==> config.mk <==
export PLATFORM = sky130hd
export DESIGN_NAME = wfu_operator
export DESIGN_NICKNAME = d
export VERILOG_FILES = /design/src/rtl/wfu_pkg.sv /design/src/rtl/wfu_tables.sv /design/src/rtl/wfu_phase_bank.sv /design/src/rtl/wfu_shaper.sv /design/src/rtl/wfu_operator.sv
export SDC_FILE = /design/constraint.sdc
export NUM_CORES = 2
export LEC_CHECK = 0
export BUFFER_PORTS_ARGS = -buffer_cell sky130_fd_sc_hd__buf_2
export CORE_MARGIN = 2
export CORE_UTILIZATION = 45
export CTS_CLUSTER_SIZE = 12
export DETAILED_ROUTE_END_ITERATION = 8
export GPL_ROUTABILITY_DRIVEN = 0
export PLACE_DENSITY_LB_ADDON = 0.12
export SLEW_MARGIN = 20
export SYNTH_ARGS = -nofsm -noshare
export SYNTH_HDL_FRONTEND = slang
export SYNTH_HIERARCHICAL = 1
export SYNTH_SLANG_ARGS = --single-unit
==> constraint.sdc <==
create_clock -name clk -period 10.15 [get_ports clk]
set_input_delay 1.015 -clock clk [delete_from_list [all_inputs] [get_ports clk]]
set_output_delay 1.015 -clock clk [all_outputs]
set_load 0.03 [all_outputs]
==> src/rtl/wfu_pkg.sv <==
package wfu_pkg;
    localparam int IDX_W  = 10;
    localparam int QTR_W  = IDX_W - 2;
    localparam int TBL_N  = 2 ** QTR_W;
    localparam int LS_W   = 12;
    localparam int EX_W   = 10;
    localparam int ATT_W  = 13;
    localparam int MAG_W  = EX_W + 3;
    localparam real PI_R  = 3.14159265358979323846;

    // attenuation (1/256 of an octave) of one quarter-wave point
    function automatic int logsin_entry(int i);
        real s;
        s = $sin((real'(i) + 0.5) * PI_R / (2.0 * real'(TBL_N)));
        return $rtoi(-($ln(s) / $ln(2.0)) * 256.0 + 0.5);
    endfunction

    // fractional part of 2^(k/256), scaled to 10 bits
    function automatic int exp_entry(int k);
        return $rtoi(($pow(2.0, real'(k) / real'(TBL_N)) - 1.0) * 1024.0 + 0.5);
    endfunction
endpackage

==> src/rtl/wfu_tables.sv <==
module wfu_tables
    import wfu_pkg::*;
(
    input  logic [QTR_W-1:0] ls_addr,
    input  logic [QTR_W-1:0] ex_addr,
    output logic [LS_W-1:0]  ls_val,
    output logic [EX_W-1:0]  ex_val
);
    logic [LS_W-1:0] ls_tab [TBL_N];
    logic [EX_W-1:0] ex_tab [TBL_N];

    for (genvar g = 0; g < TBL_N; g++) begin : g_rom
        localparam int LSV = logsin_entry(g);
        localparam int EXV = exp_entry(g);
        assign ls_tab[g] = LS_W'(LSV);
        assign ex_tab[g] = EX_W'(EXV);
    end

    assign ls_val = ls_tab[ls_addr];
    assign ex_val = ex_tab[ex_addr];
endmodule

==> src/rtl/wfu_phase_bank.sv <==
module wfu_phase_bank
    import wfu_pkg::*;
#(
    parameter int NUM_SLOTS = 24,
    parameter int PHASE_W   = 20,
    parameter int SLOT_W    = 5
) (
    input  logic               clk,
    input  logic               rst,
    input  logic               wr_en,
    input  logic [SLOT_W-1:0]  slot,
    input  logic [PHASE_W-1:0] step,
    input  logic               hold,
    output logic [IDX_W-1:0]   idx_base
);
    logic [PHASE_W-1:0] acc_q [NUM_SLOTS];
    logic [PHASE_W-1:0] acc_d [NUM_SLOTS];
    logic [PHASE_W-1:0] rd_val;

    for (genvar g = 0; g < NUM_SLOTS; g++) begin : g_slot
        always_comb begin
            acc_d[g] = acc_q[g];
            if (wr_en && slot == SLOT_W'(g)) begin
                acc_d[g] = acc_q[g] + (hold ? '0 : step);
            end
        end

        always_ff @(posedge clk) begin
            if (rst) acc_q[g] <= '0;
            else     acc_q[g] <= acc_d[g];
        end
    end

    always_comb begin
        rd_val = '0;
        for (int i = 0; i < NUM_SLOTS; i++) begin
            if (slot == SLOT_W'(i)) rd_val = acc_q[i];
        end
    end

    assign idx_base = rd_val[PHASE_W-1 -: IDX_W];
endmodule

==> src/rtl/wfu_shaper.sv <==
module wfu_shaper
    import wfu_pkg::*;
#(
    parameter int ENV_W = 10,
    parameter int OUT_W = 14
) (
    input  logic [IDX_W-1:0]        wave_idx,
    input  logic [ENV_W-1:0]        env_lvl,
    output logic signed [OUT_W-1:0] sample
);
    localparam int W0    = (ENV_W + 2 > LS_W) ? ENV_W + 2 : LS_W;
    localparam int W1    = (W0 > ATT_W) ? W0 : ATT_W;
    localparam int SUM_W = W1 + 1;
    localparam logic [SUM_W-1:0] ATT_MAX = SUM_W'((1 << ATT_W) - 1);

    logic [QTR_W-1:0] qaddr;
    logic [LS_W-1:0]  ls_val;
    logic [EX_W-1:0]  ex_val;
    logic [SUM_W-1:0] sum;
    logic [ATT_W-1:0] atten;
    logic [MAG_W-1:0] mag;

    wfu_tables u_tab (
        .ls_addr (qaddr),
        .ex_addr (~atten[QTR_W-1:0]),
        .ls_val  (ls_val),
        .ex_val  (ex_val)
    );

    always_comb begin
        qaddr = wave_idx[QTR_W] ? ~wave_idx[QTR_W-1:0] : wave_idx[QTR_W-1:0];
        sum   = SUM_W'(ls_val) + (SUM_W'(env_lvl) << 2);
        atten = (sum > ATT_MAX) ? ATT_MAX[ATT_W-1:0] : sum[ATT_W-1:0];
        mag   = {1'b1, ex_val, 2'b00} >> atten[ATT_W-1:QTR_W];
        sample = wave_idx[IDX_W-1] ? -OUT_W'(mag) : OUT_W'(mag);
    end
endmodule

==> src/rtl/wfu_operator.sv <==
module wfu_operator
    import wfu_pkg::*;
#(
    parameter int NUM_SLOTS = 24,
    parameter int PHASE_W   = 20,
    parameter int ENV_W     = 10,
    parameter int OUT_W     = 14,
    localparam int SLOT_W   = (NUM_SLOTS > 1) ? $clog2(NUM_SLOTS) : 1
) (
    input  logic                    clk,
    input  logic                    rst,
    input  logic                    in_valid,
    input  logic [SLOT_W-1:0]       in_slot,
    input  logic [PHASE_W-1:0]      phase_inc,
    input  logic                    phase_rst,
    input  logic [IDX_W-1:0]        mod_in,
    input  logic [ENV_W-1:0]        env_lvl,
    output logic                    out_valid,
    output logic [SLOT_W-1:0]       out_slot,
    output logic signed [OUT_W-1:0] out_sample
);
    typedef struct packed {
        logic                    vld;
        logic [SLOT_W-1:0]       slot;
        logic signed [OUT_W-1:0] smp;
    } stage_t;

    stage_t pipe_d, pipe_q;

    logic [IDX_W-1:0]        idx_base;
    logic [IDX_W-1:0]        wave_idx;
    logic signed [OUT_W-1:0] shaped;

    wfu_phase_bank #(
        .NUM_SLOTS (NUM_SLOTS),
        .PHASE_W   (PHASE_W),
        .SLOT_W    (SLOT_W)
    ) u_bank (
        .clk      (clk),
        .rst      (rst),
        .wr_en    (in_valid),
        .slot     (in_slot),
        .step     (phase_inc),
        .hold     (phase_rst),
        .idx_base (idx_base)
    );

    assign wave_idx = mod_in + idx_base;

    wfu_shaper #(
        .ENV_W (ENV_W),
        .OUT_W (OUT_W)
    ) u_shape (
        .wave_idx (wave_idx),
        .env_lvl  (env_lvl),
        .sample   (shaped)
    );

    always_comb begin
        pipe_d      = '0;
        pipe_d.vld  = in_valid;
        if (in_valid) begin
            pipe_d.slot = in_slot;
            pipe_d.smp  = shaped;
        end
    end

    always_ff @(posedge clk) begin
        if (rst) pipe_q <= '0;
        else     pipe_q <= pipe_d;
    end

    assign out_valid  = pipe_q.vld;
    assign out_slot   = pipe_q.slot;
    assign out_sample = pipe_q.smp;
endmodule

* After elaboration in Yosys (flattened, before gate mapping)
Memories as Yosys holds them, arrays and structs flattened.
Index checks and enable logic that the tools add are counted.
** Word-level totals
- Bits in read-only memories :: 5632
- Word-level logic and storage cells :: 201
- Output and inout bits :: 20
- Bits in registers :: 20
- Memories :: 3
- Input bits :: 49
- Memory bits (writable) :: 480
** Operators by class
- Add/subtract/negate cells :: 27
- Magnitude comparators :: 3
- Reductions and logical operators :: 27
- Mux-type cells :: 83
- Eq/ne operators :: 23
- Bitwise operators :: 30
- Shift operators :: 1
** Memories
- (name not given) :: depth 256, width 12, rd ports 1, clocked after Yosys merged registers in 0, write ports 0, line wfu_tables.sv:19 : assign ls_val = ls_tab[ls_addr];
- (name not given) :: depth 256, width 10, rd ports 1, clocked after Yosys merged registers in 0, write ports 0, line wfu_tables.sv:20 : assign ex_val = ex_tab[ex_addr];
- u_bank.acc_q :: depth 24, width 20, rd ports 24, clocked after Yosys merged registers in 0, write ports 24, line wfu_phase_bank.sv:16 : logic [PHASE_W-1:0] acc_q [NUM_SLOTS];
** Operators by type and width (count)
- 2-to-1 mux 20 bit :: 73
- adder 20 bit :: 24
- equality test 5 x 4 -> 1 bit (second input constant) :: 8
- equality test 5 bit (second input constant) :: 8
- 2-to-1 mux 13 bit :: 2
- logical AND 1 bit :: 24
- 2-to-1 mux 12 bit :: 2
- bitwise OR 1 bit :: 24
- equality test 5 x 3 -> 1 bit (second input constant) :: 4
- 2-to-1 mux 10 bit :: 2
- greater-or-equal comparator 9 bit (second input constant) :: 2
- inverter 8 -> 9 bit :: 2
- inverter 8 bit :: 2
- greater-than comparator 14 x 13 -> 1 bit (second input constant) :: 1
- negator 13 -> 14 bit :: 1
- adder 12 x 12 -> 13 bit :: 1
- >> shifter 13 x 5 -> 13 bit :: 1
- adder 10 bit :: 1
- equality test 5 x 2 -> 1 bit (second input constant) :: 2
- 2-to-1 mux 8 bit :: 1
- equality test 5 x 1 -> 1 bit (second input constant) :: 1
- logical NOT 5 bit :: 1
- 2-to-1 mux 1 bit :: 3
- OR reduction 3 bit :: 1
- other kinds (2) :: 3

* Longest topological paths before layout
- Depth in word-level cells :: 43
- Depth in mapped cells :: 51
- Gate-level depth less buffers :: 44

* By module
Netlist, hierarchy kept.
** By module, submodules not included
- wfu_phase_bank :: instances 1, area an instance 40309.9 sq um, sequential area each 9609.2 sq um, cells an instance 5232
- wfu_tables :: instances 1, area an instance 5004.8 sq um, sequential area each 0.0 sq um, cells an instance 773
- wfu_shaper :: instances 1, area an instance 1900.6 sq um, sequential area each 0.0 sq um, cells an instance 277
- wfu_operator :: instances 1, area an instance 918.4 sq um, sequential area each 400.4 sq um, cells an instance 93

* Worst setup path after synthesis
OpenSTA, ideal clock, no wires.
- Path type :: in2reg
- Start point :: in in_slot[1]
- End point :: reg pipe_q (netlist bit out_sample[8])
- Data arrival time :: 10225 ps
- Required time :: 10035 ps
- Path slack :: -190 ps
- Library setup time :: 115 ps
- Path buffers :: 8
- Stages :: 40
- Cell sequence :: buf_4 -> buf_2 -> buf_2 -> mux4_2 -> a221o_1 -> ha_1 -> a21o_1 -> a21o_1 -> a221oi_2 -> xnor2_1 -> clkbuf_1 -> xor2_1 -> inv_1 -> ha_1 -> nor2b_1 -> o311ai_0 -> a211oi_1 -> a41o_1 -> (+4 left out) -> xor2_1 -> buf_2 -> buf_2 -> buf_2 -> buf_2 -> a2111oi_0 -> o22ai_1 -> nor2_1 -> nand2b_1 -> a211oi_1 -> nor2_1 -> mux4_2 -> a2bb2oi_2 -> a31oi_2 -> or2_1 -> o21ai_1 -> xnor2_1 -> and2_1
** On the way
- Elaborated cells between the ends (all ways) :: 66
- Classes of those cells :: 3 x add/sub; 1 x order compare; 23 x eq/ne; 1 x shift; 31 x mux; 4 x bitwise; 1 x reduce/logical; 2 x memory
** RTL lines
- from (decl) :: line wfu_operator.sv:13 : input logic [SLOT_W-1:0] in_slot,
- logical NOT 5 bit :: line wfu_phase_bank.sv:37 : if (slot == SLOT_W'(i)) rd_val = acc_q[i];
- 2-to-1 mux 20 bit (23 in a row) :: line wfu_phase_bank.sv:37
- 2-to-1 mux 20 bit (*) :: line wfu_phase_bank.sv:37
- net idx_base[5] :: line wfu_operator.sv:30 : logic [IDX_W-1:0] idx_base;
- adder 10 bit (*) :: line wfu_operator.sv:48 : assign wave_idx = mod_in + idx_base;
- net wave_idx[8] :: line wfu_operator.sv:31 : logic [IDX_W-1:0] wave_idx;
- 2-to-1 mux 8 bit (*) :: line wfu_shaper.sv:31 : qaddr = wave_idx[QTR_W] ? ~wave_idx[QTR_W-1:0] : wave_idx[QTR_W-1:0];
- net u_shape.qaddr[1] :: line wfu_shaper.sv:16 : logic [QTR_W-1:0] qaddr;
- (+4 left out)
- net u_shape.ls_val[3] :: line wfu_shaper.sv:17 : logic [LS_W-1:0] ls_val;
- (+4 left out)
- inverter 8 -> 9 bit (implied by the code) (*) :: line wfu_tables.sv:20
- memory (256 x 10 bit) (*)
- 2-to-1 mux 10 bit (implied by the code) (*) (2 in a row) :: line wfu_tables.sv:20
- net u_shape.ex_val[6] :: line wfu_shaper.sv:18 : logic [EX_W-1:0] ex_val;
- >> shifter 13 x 5 -> 13 bit (*) :: line wfu_shaper.sv:34 : mag = {1'b1, ex_val, 2'b00} >> atten[ATT_W-1:QTR_W];
- negator 13 -> 14 bit :: line wfu_shaper.sv:35 : sample = wave_idx[IDX_W-1] ? -OUT_W'(mag) : OUT_W'(mag);
- 2-to-1 mux 13 bit (*) :: line wfu_shaper.sv:35
- net shaped[8] :: line wfu_operator.sv:32 : logic signed [OUT_W-1:0] shaped;
- to (signal assigned) :: line wfu_operator.sv:70 : else pipe_q <= pipe_d;
- to (decl) :: line wfu_operator.sv:28 : stage_t pipe_d, pipe_q;
Mark *: on every way through the listed nets, which the timed path passes. The rest lies on a longest branch. The select of a mux whose other input is x is not followed.
A chain may end at the register's enable or synchronous reset.

* Worst setup path after layout
- Start point :: in in_slot[0]
- End point :: reg pipe_q (netlist bit out_sample[7])
Same word-level chain as after synthesis.

==> results.sh <==
export IMPL_critical_path_slowest_cell="mux4_2"
export IMPL_critical_path_buf_inv_count=11
export IMPL_worst_setup_path_end_kind="flip-flop"
export IMPL_drt_first_iter_violations=3910
export IMPL_synthesis_yosys_warnings=6
export IMPL_clk_latency_ns=0.65
export IMPL_timing_final_setup_violations=0
export IMPL_grt_residual_overflow=0
export IMPL_layout_common_cells="868 x nand2_1, 811 x a21oi_1, 517 x buf_4"
export IMPL_wl_per_cell_um=19.50
export IMPL_dp_cells=8042
export IMPL_power_density_nw_per_um2=282.2
export IMPL_tritoncts="yes"
export IMPL_timing_final_crit_share_pct=96.67
export IMPL_die_width_um=331.1
export IMPL_detail_route_first_pass_iterations=8
export IMPL_core_rowCount=119
export IMPL_synth_net_count=6951
export IMPL_synth_seq_cells=500
export IMPL_launching_element_type_of_the_critical_path="input port"
export IMPL_num_io_pins=69
export IMPL_failing_checks="design-rule violations"
export IMPL_final_net_count=7303
export IMPL_postSynth_topFlopCell="dfxtp_1"
export IMPL_synthDominantCellAreaShare_pct=20.80
export IMPL_initial_cell_density_of_the_core_pct=45.53
export IMPL_timing_fmax_mhz=101.9
export IMPL_postRouteAntennaNets=0
export IMPL_detailed_place_hpwl_mm=111.8
export IMPL_static_leakage_power_uw=0.02270
export IMPL_drt_drc_violations_left=2
export IMPL_fp_coreArea_um2=105700
export IMPL_mapped_cells=6375
export IMPL_cts_root_to_sink_buffers=3
export IMPL_postRouteWirelength_mm=159.2
export IMPL_syn_area_per_cell_um2=7.550
export IMPL_cts_sinks=500
export IMPL_count_of_flip_flops_with_a_built_in_enable_after_synthesis=0
export IMPL_sum_of_internal_switching_and_leakage_power_uw=15720
export IMPL_outcome="complete, but fails checks"
export IMPL_tightestPinTransition_ns=1.163
export IMPL_critical_path_peak_fanout=15
export IMPL_dieArea_um2=109600
export IMPL_layout_drive_gt1_share_pct=14.43
export IMPL_synthTopCellsByArea="dfxtp_1 21%, ha_1 13%, a21oi_1 8.5%"
export IMPL_sequential_area_share_after_synthesis_pct=20.80
export IMPL_clock_pin_slew_on_the_worst_setup_and_hold_paths_ns=0.05
export IMPL_slowest_delay_ns=0.55
export IMPL_utilization_pct=52.71
export IMPL_cap_violations=0
export IMPL_crit_arrival_ns=10.34
export IMPL_drv_slew=0
export IMPL_grt_pass1_wl_mm=249.2
export IMPL_critPathTopFamily="compound AO/OA/AOI/OAI gates"
export IMPL_critPathKind="input port to flip-flop"
export IMPL_grt_pass1_vias=45336
export IMPL_hold_viol_final=0
export IMPL_post_synth_instance_area_um2=48130
export IMPL_cts_htree_levels=3
export IMPL_finish_cell_count_without_fillers=8164
export IMPL_path_common_cell="buf_4"
export IMPL_cp_data_required_time_ns=10.67
export IMPL_finClkSkew_ns=0.03345
export IMPL_buffer_ports_inserted=68
export IMPL_yosys_area_top_type="dfxtp_1"
export IMPL_clk_tree_root_cell="clkbuf_16"
export IMPL_most_common_cell_after_layout_fill_and_taps_aside="nand2_1"
export IMPL_hold_path_class="flip-flop to flip-flop"
export IMPL_chipHeight_um=331.1
export IMPL_antenna_found_initial=10
export IMPL_vdd_ir_drop_worst_uv=356.3
export IMPL_syn2layout_area_growth_pct=15.76
export IMPL_cts_buffers_inserted=68
export IMPL_async_reset_ff_share_pct=0
export IMPL_synth_lib_cells_used_distinct=110
export IMPL_hold_worst_slack_ns=0.4551
export IMPL_via_per_inst=6.018
export IMPL_grt_usage_pct=28.16
export IMPL_post_route_min_period_ns=9.812
export IMPL_grt_start_max_net_pins=198
export IMPL_route_vias_total=49133
export IMPL_worst_slew_slack_as_a_fraction_of_its_limit_pct=22.35
[synth_stat cells (all sizes together), types with 32 or more instances]
library cell and number:
buf 120, o21a 103, nand3b 64, xnor2 260
a21oi 820, nor3 143, a31oi 54, nand3 160
a211oi 121, xor2 101, inv 153, nor2b 95
o31ai 42, dfxtp 500, a211o 32, nand4 75
o21bai 47, mux2i 37, or3 54, nor4 63
nand2b 99, o221ai 39, a21o 94, ha 501
nor2 485, clkbuf 204, nand2 870, and2 58
or2 36, nor3b 34, o211ai 66, o2111ai 42
o21ai 306
[registers in the layout (all words and copies together) (netlist names)]
signal        flops
out_sample       14
u_bank/acc_q    480
out_valid         1
out_slot          5
[layout make-up]
| type | instances | area (um^2) |
|---|---|---|
| inverter | 157 | 589.3 |
| fill | 10291 | 49990 |
| antenna | 3 | 7.507 |
| clock buffer | 92 | 1923 |
| clock inverter | 21 | 232.7 |
| multi-input combinational | 5394 | 36590 |
| sequential | 500 | 10010 |
| tap | 1391 | 1740 |
| timing repair buffer | 606 | 4629 |
[per-stage QoR]
| step | setup TNS, ns | setup WS [ns] | instance area (um^2) |
|---|---|---|---|
| after global routing | -0.05274 | -0.02977 | 55720 |
| after CTS | 0 | 0.03405 | 55400 |
| final | 0 | 0.3382 | 55720 |
| after global placement | -5.716 | -0.5423 | 53240 |
| after floorplan | 0 | 0.001662 | 48150 |
| after detailed placement | -6.853 | -0.6079 | 53250 |
[where the power goes]
part	internal, uW	total, uW	switching, uW
clock	1400	2370	969
combinational	5280	11300	6070
sequential	1990	2000	13.2
total	8680	15700	7050
[worst paths after layout]
kind,end,start,cells after the start,slack (ns)
hold reg to reg,u_bank/acc_q[0][8]$_SDFFE_PP0P_,u_bank/acc_q[0][8]$_SDFFE_PP0P_,2,0.46
hold / removal,u_bank/acc_q[0][8]$_SDFFE_PP0P_,u_bank/acc_q[0][8]$_SDFFE_PP0P_,2,0.46
setup reg to reg,out_sample[7]$_SDFF_PP0_,u_bank/acc_q[0][55]$_SDFFE_PP0P_,45,0.53
setup / recovery,out_sample[7]$_SDFF_PP0_,in_slot[0],46,0.34
[logic make-up after synthesis]
kind of cell,count (synthesis),synth area share [%]
adder cells (fa/ha/maj),527,14.10
flip-flops,500,20.80
multiplexers,83,2.571
AO/OA/AOI/OAI,2067,27.97
AND/OR/NAND/NOR,2356,23.68
buffers and inverters,481,4.273
XOR/XNOR,361,6.608
[worst min-delay path, delay by kind of cell (launching register included)]
| kind | cells | cell delay [ns] |
|---|---|---|
| AO/OA/AOI/OAI | 1 | 0.05 |
| flip-flops | 1 | 0.31 |
| AND/OR/NAND/NOR | 1 | 0.05 |
[timing repair]
action,CTS,global route
hold buffers,0,0
setup endpoints to repair,0,14
gates resized for setup,0,63
buffers inserted,0,6
[metal layers]
metal | share of wire, % | global-route usage, % | routed length, um
met1 | 47 | 39.49 | 74110
met3 | 6.7 | 3.924 | 10670
met5 | 0.021 | 0 | 34
met4 | 3.2 | 9.038 | 5076
met2 | 44 | 44.41 | 69290
Power figures use the tool's default switching activity.
